File: src/rtl/isqrt_pkg.sv
package isqrt_pkg;

    // Kind of trial bit seen by one cell of a row
    typedef enum logic [1:0] {
        Y_VAR  = 2'd0,
        Y_ZERO = 2'd1,
        Y_ONE  = 2'd2
    } ybit_e;

    // Whether the last row drives the remainder out
    typedef enum logic {
        REM_OMIT = 1'b0,
        REM_EMIT = 1'b1
    } rem_mode_e;

    // Trial word of row 'stage' is {partial root (stage bits), 2'b01}.
    // Bit 0 is always 1, bit 1 always 0, bits above the partial root are 0.
    function automatic ybit_e trial_bit_kind(int unsigned pos, int unsigned stage);
        if (pos == 0)         return Y_ONE;
        if (pos == 1)         return Y_ZERO;
        if (pos < stage + 2)  return Y_VAR;
        return Y_ZERO;
    endfunction

endpackage

File: src/rtl/isqrt_csm_cell.sv
module isqrt_csm_cell
    import isqrt_pkg::*;
#(
    parameter ybit_e Y_KIND = Y_VAR
) (
    input  logic x_i,
    input  logic y_i,
    input  logic b_i,
    input  logic u_i,
    output logic d_o,
    output logic bo_o
);

    logic diff;

    generate
        if (Y_KIND == Y_VAR) begin : g_var
            always_comb begin
                diff = x_i ^ y_i ^ b_i;
                bo_o = (~x_i & y_i) | (~(x_i ^ y_i) & b_i);
            end
        end else if (Y_KIND == Y_ONE) begin : g_one
            logic unused_y;
            assign unused_y = y_i;
            always_comb begin
                diff = ~(x_i ^ b_i);
                bo_o = ~x_i | b_i;
            end
        end else begin : g_zero
            logic unused_y;
            assign unused_y = y_i;
            always_comb begin
                diff = x_i ^ b_i;
                bo_o = ~x_i & b_i;
            end
        end
    endgenerate

    // u = 1 keeps the minuend, u = 0 takes the difference
    assign d_o = u_i ? x_i : diff;

endmodule

File: src/rtl/isqrt_stage.sv
module isqrt_stage
    import isqrt_pkg::*;
#(
    parameter int unsigned ROOT_W   = 16,
    parameter int unsigned STAGE    = 0,
    parameter bit          DROP_REM = 1'b0
) (
    input  logic                  clk_i,
    input  logic                  rst_ni,
    input  logic                  v_i,
    input  logic [ROOT_W:0]       rem_i,
    input  logic [ROOT_W-1:0]     root_i,
    input  logic [2*ROOT_W-1:0]   rad_i,
    output logic                  v_o,
    output logic [ROOT_W:0]       rem_o,
    output logic [ROOT_W-1:0]     root_o,
    output logic [2*ROOT_W-1:0]   rad_o
);

    localparam int unsigned RADW = 2 * ROOT_W;
    localparam int unsigned RW   = ROOT_W + 3;

    typedef struct packed {
        logic                v;
        logic [ROOT_W:0]     rem;
        logic [ROOT_W-1:0]   root;
        logic [RADW-1:0]     rad;
    } stage_s;

    stage_s st_d, st_q;

    logic [RW-1:0] x_row;
    logic [RW-1:0] y_row;
    logic [RW-1:0] d_row;
    logic [RW:0]   bw;
    logic          fail;

    assign x_row = {rem_i, rad_i[RADW-1 -: 2]};
    assign y_row = {1'b0, root_i, 2'b01};
    assign bw[0] = 1'b0;
    assign fail  = bw[RW];

    generate
        for (genvar j = 0; j < RW; j++) begin : g_cell
            localparam ybit_e KIND = trial_bit_kind(j, STAGE);
            isqrt_csm_cell #(.Y_KIND(KIND)) u_cell (
                .x_i  (x_row[j]),
                .y_i  (y_row[j]),
                .b_i  (bw[j]),
                .u_i  (fail),
                .d_o  (d_row[j]),
                .bo_o (bw[j+1])
            );
        end
    endgenerate

    logic [1:0] unused_top;
    assign unused_top = d_row[RW-1 -: 2];

    always_comb begin
        st_d.v    = v_i;
        st_d.root = {root_i[ROOT_W-2:0], ~fail};
        st_d.rad  = {rad_i[RADW-3:0], 2'b00};
        st_d.rem  = DROP_REM ? '0 : d_row[ROOT_W:0];
    end

    always_ff @(posedge clk_i or negedge rst_ni) begin
        if (!rst_ni) begin
            st_q <= '0;
        end else begin
            st_q <= st_d;
        end
    end

    assign v_o    = st_q.v;
    assign rem_o  = st_q.rem;
    assign root_o = st_q.root;
    assign rad_o  = st_q.rad;

endmodule

File: src/rtl/isqrt_pipe.sv
module isqrt_pipe
    import isqrt_pkg::*;
#(
    parameter int unsigned ROOT_W   = 16,
    parameter rem_mode_e   REM_MODE = REM_EMIT
) (
    input  logic                  clk_i,
    input  logic                  rst_ni,
    input  logic                  in_valid_i,
    input  logic [2*ROOT_W-1:0]   radicand_i,
    output logic                  out_valid_o,
    output logic [ROOT_W-1:0]     root_o,
    output logic [ROOT_W:0]       rem_o
);

    localparam int unsigned RADW = 2 * ROOT_W;

    logic                v_l    [ROOT_W+1];
    logic [ROOT_W:0]     rem_l  [ROOT_W+1];
    logic [ROOT_W-1:0]   root_l [ROOT_W+1];
    logic [RADW-1:0]     rad_l  [ROOT_W+1];

    assign v_l[0]    = in_valid_i;
    assign rem_l[0]  = '0;
    assign root_l[0] = '0;
    assign rad_l[0]  = radicand_i;

    generate
        for (genvar s = 0; s < ROOT_W; s++) begin : g_stage
            localparam bit DROP = (s == ROOT_W - 1) && (REM_MODE == REM_OMIT);
            isqrt_stage #(
                .ROOT_W   (ROOT_W),
                .STAGE    (s),
                .DROP_REM (DROP)
            ) u_stage (
                .clk_i  (clk_i),
                .rst_ni (rst_ni),
                .v_i    (v_l[s]),
                .rem_i  (rem_l[s]),
                .root_i (root_l[s]),
                .rad_i  (rad_l[s]),
                .v_o    (v_l[s+1]),
                .rem_o  (rem_l[s+1]),
                .root_o (root_l[s+1]),
                .rad_o  (rad_l[s+1])
            );
        end
    endgenerate

    logic [RADW-1:0] unused_rad;
    assign unused_rad = rad_l[ROOT_W];

    assign out_valid_o = v_l[ROOT_W];
    assign root_o      = root_l[ROOT_W];
    assign rem_o       = rem_l[ROOT_W];

endmodule

File: config.mk
export PLATFORM = sky130hd
export DESIGN_NAME = isqrt_pipe
export DESIGN_NICKNAME = d
export VERILOG_FILES = /design/src/rtl/isqrt_pkg.sv /design/src/rtl/isqrt_csm_cell.sv /design/src/rtl/isqrt_stage.sv /design/src/rtl/isqrt_pipe.sv
export SDC_FILE = /design/constraint.sdc
export NUM_CORES = 1
export LEC_CHECK = 0
export ABC_CLOCK_PERIOD_IN_PS = 8900
export BUFFER_PORTS_ARGS = -buffer_cell sky130_fd_sc_hd__buf_4
export CAP_MARGIN = 20
export CORE_UTILIZATION = 50
export CTS_BUF_LIST = sky130_fd_sc_hd__clkbuf_8
export DETAILED_ROUTE_END_ITERATION = 12
export HOLD_SLACK_MARGIN = 0.15
export PLACE_DENSITY = 0.66
export SETUP_SLACK_MARGIN = 0.02
export SLEW_MARGIN = 20
export SYNTH_ARGS = -nofsm -noshare
export SYNTH_HDL_FRONTEND = slang
export SYNTH_SLANG_ARGS = --single-unit
export TNS_END_PERCENT = 100
File: constraint.sdc
create_clock -name clk_i -period 8.9 [get_ports clk_i]
set_clock_uncertainty 0.1 [all_clocks]
set_input_delay 1.78 -clock clk_i [delete_from_list [all_inputs] [get_ports clk_i]]
set_output_delay 1.78 -clock clk_i [all_outputs]
set_load 0.05 [all_outputs]
==> summary.txt <==
Outcome
  – Status: completed

Setup path
  – Origin of the worst setup path: g_stage[14].u_stage.rad_o[31]$_DFF_PN0_
  – CP arrival: 8.78 ns
  – Critical Path Stages: 20
  – CP dominant cell by count: fa_1
  – CP Cell Sequence: inv_1 > ha_1 > fa_1 > fa_1 > fa_1 > fa_1 > fa_1 > fa_1 > fa_1 > fa_1 > fa_1 > fa_1 > fa_1 > fa_1 > fa_1 > fa_1 > fa_1 > or3b_1 > buf_4 > mux2i_1
  – Req. time, crit path: 9.35 ns
  – Kind of critical path: reg -> reg
  – Worst R2R Start: g_stage[14].u_stage.rad_o[31]$_DFF_PN0_
  – Worst Path Max Fanout: 18
  – Worst setup EP type: flip-flop
  – R2R setup slack: 0.56 ns
  – Startpoint Class: flip-flop
  – Max incr delay on CP: 0.48 ns
  – Buf/Inv on CP: 2
  – Highest-delay cell along the critical path: fa_1
  – CP top delay family: adder cells
  – Worst r2r path cells: 20

Clock network
  – Hold buffers post-CTS: 0
  – H-tree depth: 3
  – CTS root buf: clkbuf_8
  – Skew-Pair Late Insertion Delay: 0.64 ns
  – Clock Tree Buf Depth: 3
  – Clk sinks: 600
  – CTS tree: yes
  – Number of CTS-inserted buffers: 92
  – Clk slew on worst S/H paths: 0.06 ns
  – Post-CTS sizing: 0
  – Setup Fix Bufs, Post-CTS: 0

Final layout
  – Area grow syn2layout: 14.1%
  – # fillers: 3177
  – Final nets: 1630
  – Most frequent cells in the layout: dfrtp_1 (600), inv_1 (258), mux2i_1 (173)
  – Final cell count without fillers: 2020
  – Share of cells above drive strength 1: 0.154
  – Commonest non-fill, non-tap cell in the layout: dfrtp_1
  – Final Util: 0.580
  – Final Cell Area: 24400 um2
  – Antenna diodes: 0

Yosys
  – Synth Area in XOR/XNOR: 0.00614
  – Cell area after synthesis: 21400 um2
  – Post-Syn Instances: 1257
  – Synth cell types: 22
  – Main combinational cell family by area after synthesis: adder cells
  – Area leader, netlist: dfrtp_1
  – Mux contribution to synthesized area: 0.0861
  – Sequential share of the synthesized area: 0.701
  – Compound-Gate Fraction of Synth Area: 0.000234
  – Synth Area per Inst: 17.0 um2
  – Synth Register Bits: 600
  – Adder-cell share of the synthesized area: 0.150
  – Post-synth top area share: 0.701
  – Syn Nets: 1476
  – Yosys warnings: 0
  – Synth Area in Simple Gates: 0.00801
  – Synth top area cells: dfrtp_1 (70%), fa_1 (11%), mux2i_1 (8.1%)

Global route
  – Global Route Usage Sum: 0.129
  – Vias in the first global route: 10130
  – Global route total overflow: 0
  – Largest net degree at the start of global routing: 193
  – Initial antenna violation count: 0
  – First-pass GRT wire length: 45.1 mm

Power
  – Pwr Density: 308 nW/um2
  – P_leak: 11.7 nW
  – VDD IR max: 0.179 mV
  – Total power: 7.52 mW

Drt
  – Via count: 8904
  – Routed Antenna Nets: 0
  – Pre-Repair DR Iteration Count: 4
  – Via density: 4.41
  – DRC: 0
  – Routed wire length per instance: 12.5 um
  – Post-Route WL: 25.3 mm
  – Drt initial violations: 300

Worst hold path
  – Min-Delay Path Class: reg -> reg
  – HP Start: g_stage[3].u_stage.rad_o[8]$_DFF_PN0_
  – Worst hold stages: 0

Timing
  – Setup violators final: 0
  – Min cycle time layout: 8.34 ns
  – Highest Clock Rate: 120 MHz
  – Fin. Hold Viols: 0
  – RSZ-0062 raised after global routing: false
  – Final period util: 0.937
  – Final Max Slew Viols: 0
  – Worst slew margin: 0.343
  – Least-Margin Pin Slew: 0.985 ns
  – Setup TNS: 0 ns
  – PnR worst setup slack: 0.564 ns
  – Final hold slack: 0.234 ns

Floorplan
  – Die Wd: 209 um
  – Row count: 75
  – Die H: 209 um
  – Core area: 42100 um2
  – Initial core utilization: 0.508
  – Die ar.: 43600 um2
  – I/O pin count: 69

Placement
  – Pre-CTS setup slack: 0.437 ns
  – Final HPWL DP: 16.8 mm
  – DP Cell Count: 1856
  – RePlAce Congestion: 0.732
  – IO Port Bufs: 68
  – Post-DP Area: 22600 um2

Flow run
  – Max cap viols: 0
power by group:
group          total, mW  leakage (nW)  switching (mW)  internal, mW
Sequential          3.50          6.73           0.184          3.32
Clock               2.20          1.09           0.968          1.23
Combinational       1.82          3.86            1.05         0.775
routing by layer:
| metal | vias up | GRT usage | wire, um |
|---|---|---|---|
| met4 | 0 | 0.0593 | 709 |
| met5 | - | 0 | 0 |
| li1 | 4178 | - | - |
| met3 | 60 | 0.0371 | 1140 |
| met1 | 4529 | 0.134 | 9100 |
| met2 | 137 | 0.239 | 14300 |
synthesized netlist by cell type:
cell	instances
xnor2_1	15
fa_1	120
dfrtp_1	600
ha_1	64
nand2b_1	3
nor2_1	1
or2_2	1
a21oi_1	1
nor3b_1	4
inv_1	224
buf_2	8
mux2_2	10
or3b_1	3
buf_4	7
buf_12	3
clkinv_1	2
and2_1	2
nor3_1	1
buf_6	3
mux2i_1	173
inv_2	1
nor2b_1	11
logic make-up (layout without fill, tap and decap cells):
kind of cell / after synthesis / count (layout)
DFF: 600 / 600
xor gates and xnor gates: 15 / 15
muxes: 183 / 183
and+or+nand+nor: 26 / 26
buffers and inverters: 248 / 472
adders and majority gates: 184 / 184
AOI/OAI and AO/OA: 1 / 1
state kept, by name, indices dropped and copies added, names as in the netlist:
signal and count:
g_stage.u_stage.rem_o 208, g_stage.u_stage.v_o 16, g_stage.u_stage.root_o 136, g_stage.u_stage.rad_o 240
worst paths after layout:
check                                                               to
worst max-delay path            g_stage[15].u_stage.rem_o[3]$_DFF_PN0_
worst min-delay path            g_stage[4].u_stage.rad_o[10]$_DFF_PN0_
worst max register to register  g_stage[15].u_stage.rem_o[3]$_DFF_PN0_
worst min register to register  g_stage[4].u_stage.rad_o[10]$_DFF_PN0_
max in group asynchronous        g_stage[4].u_stage.rem_o[0]$_DFF_PN0_
min in group asynchronous       g_stage[14].u_stage.rem_o[2]$_DFF_PN0_
layout make-up:
class	instances	area, um2	area share
Sequential cell	600	15000	0.615
Tap cell	539	674	0.0276
Multi-Input combinational cell	409	5380	0.220
Clock inverter	44	218	0.00891
Timing Repair Buffer	81	644	0.0264
Clock buffer	120	1650	0.0676
Inverter	227	852	0.0349
Power figures use the tool's default switching activity.
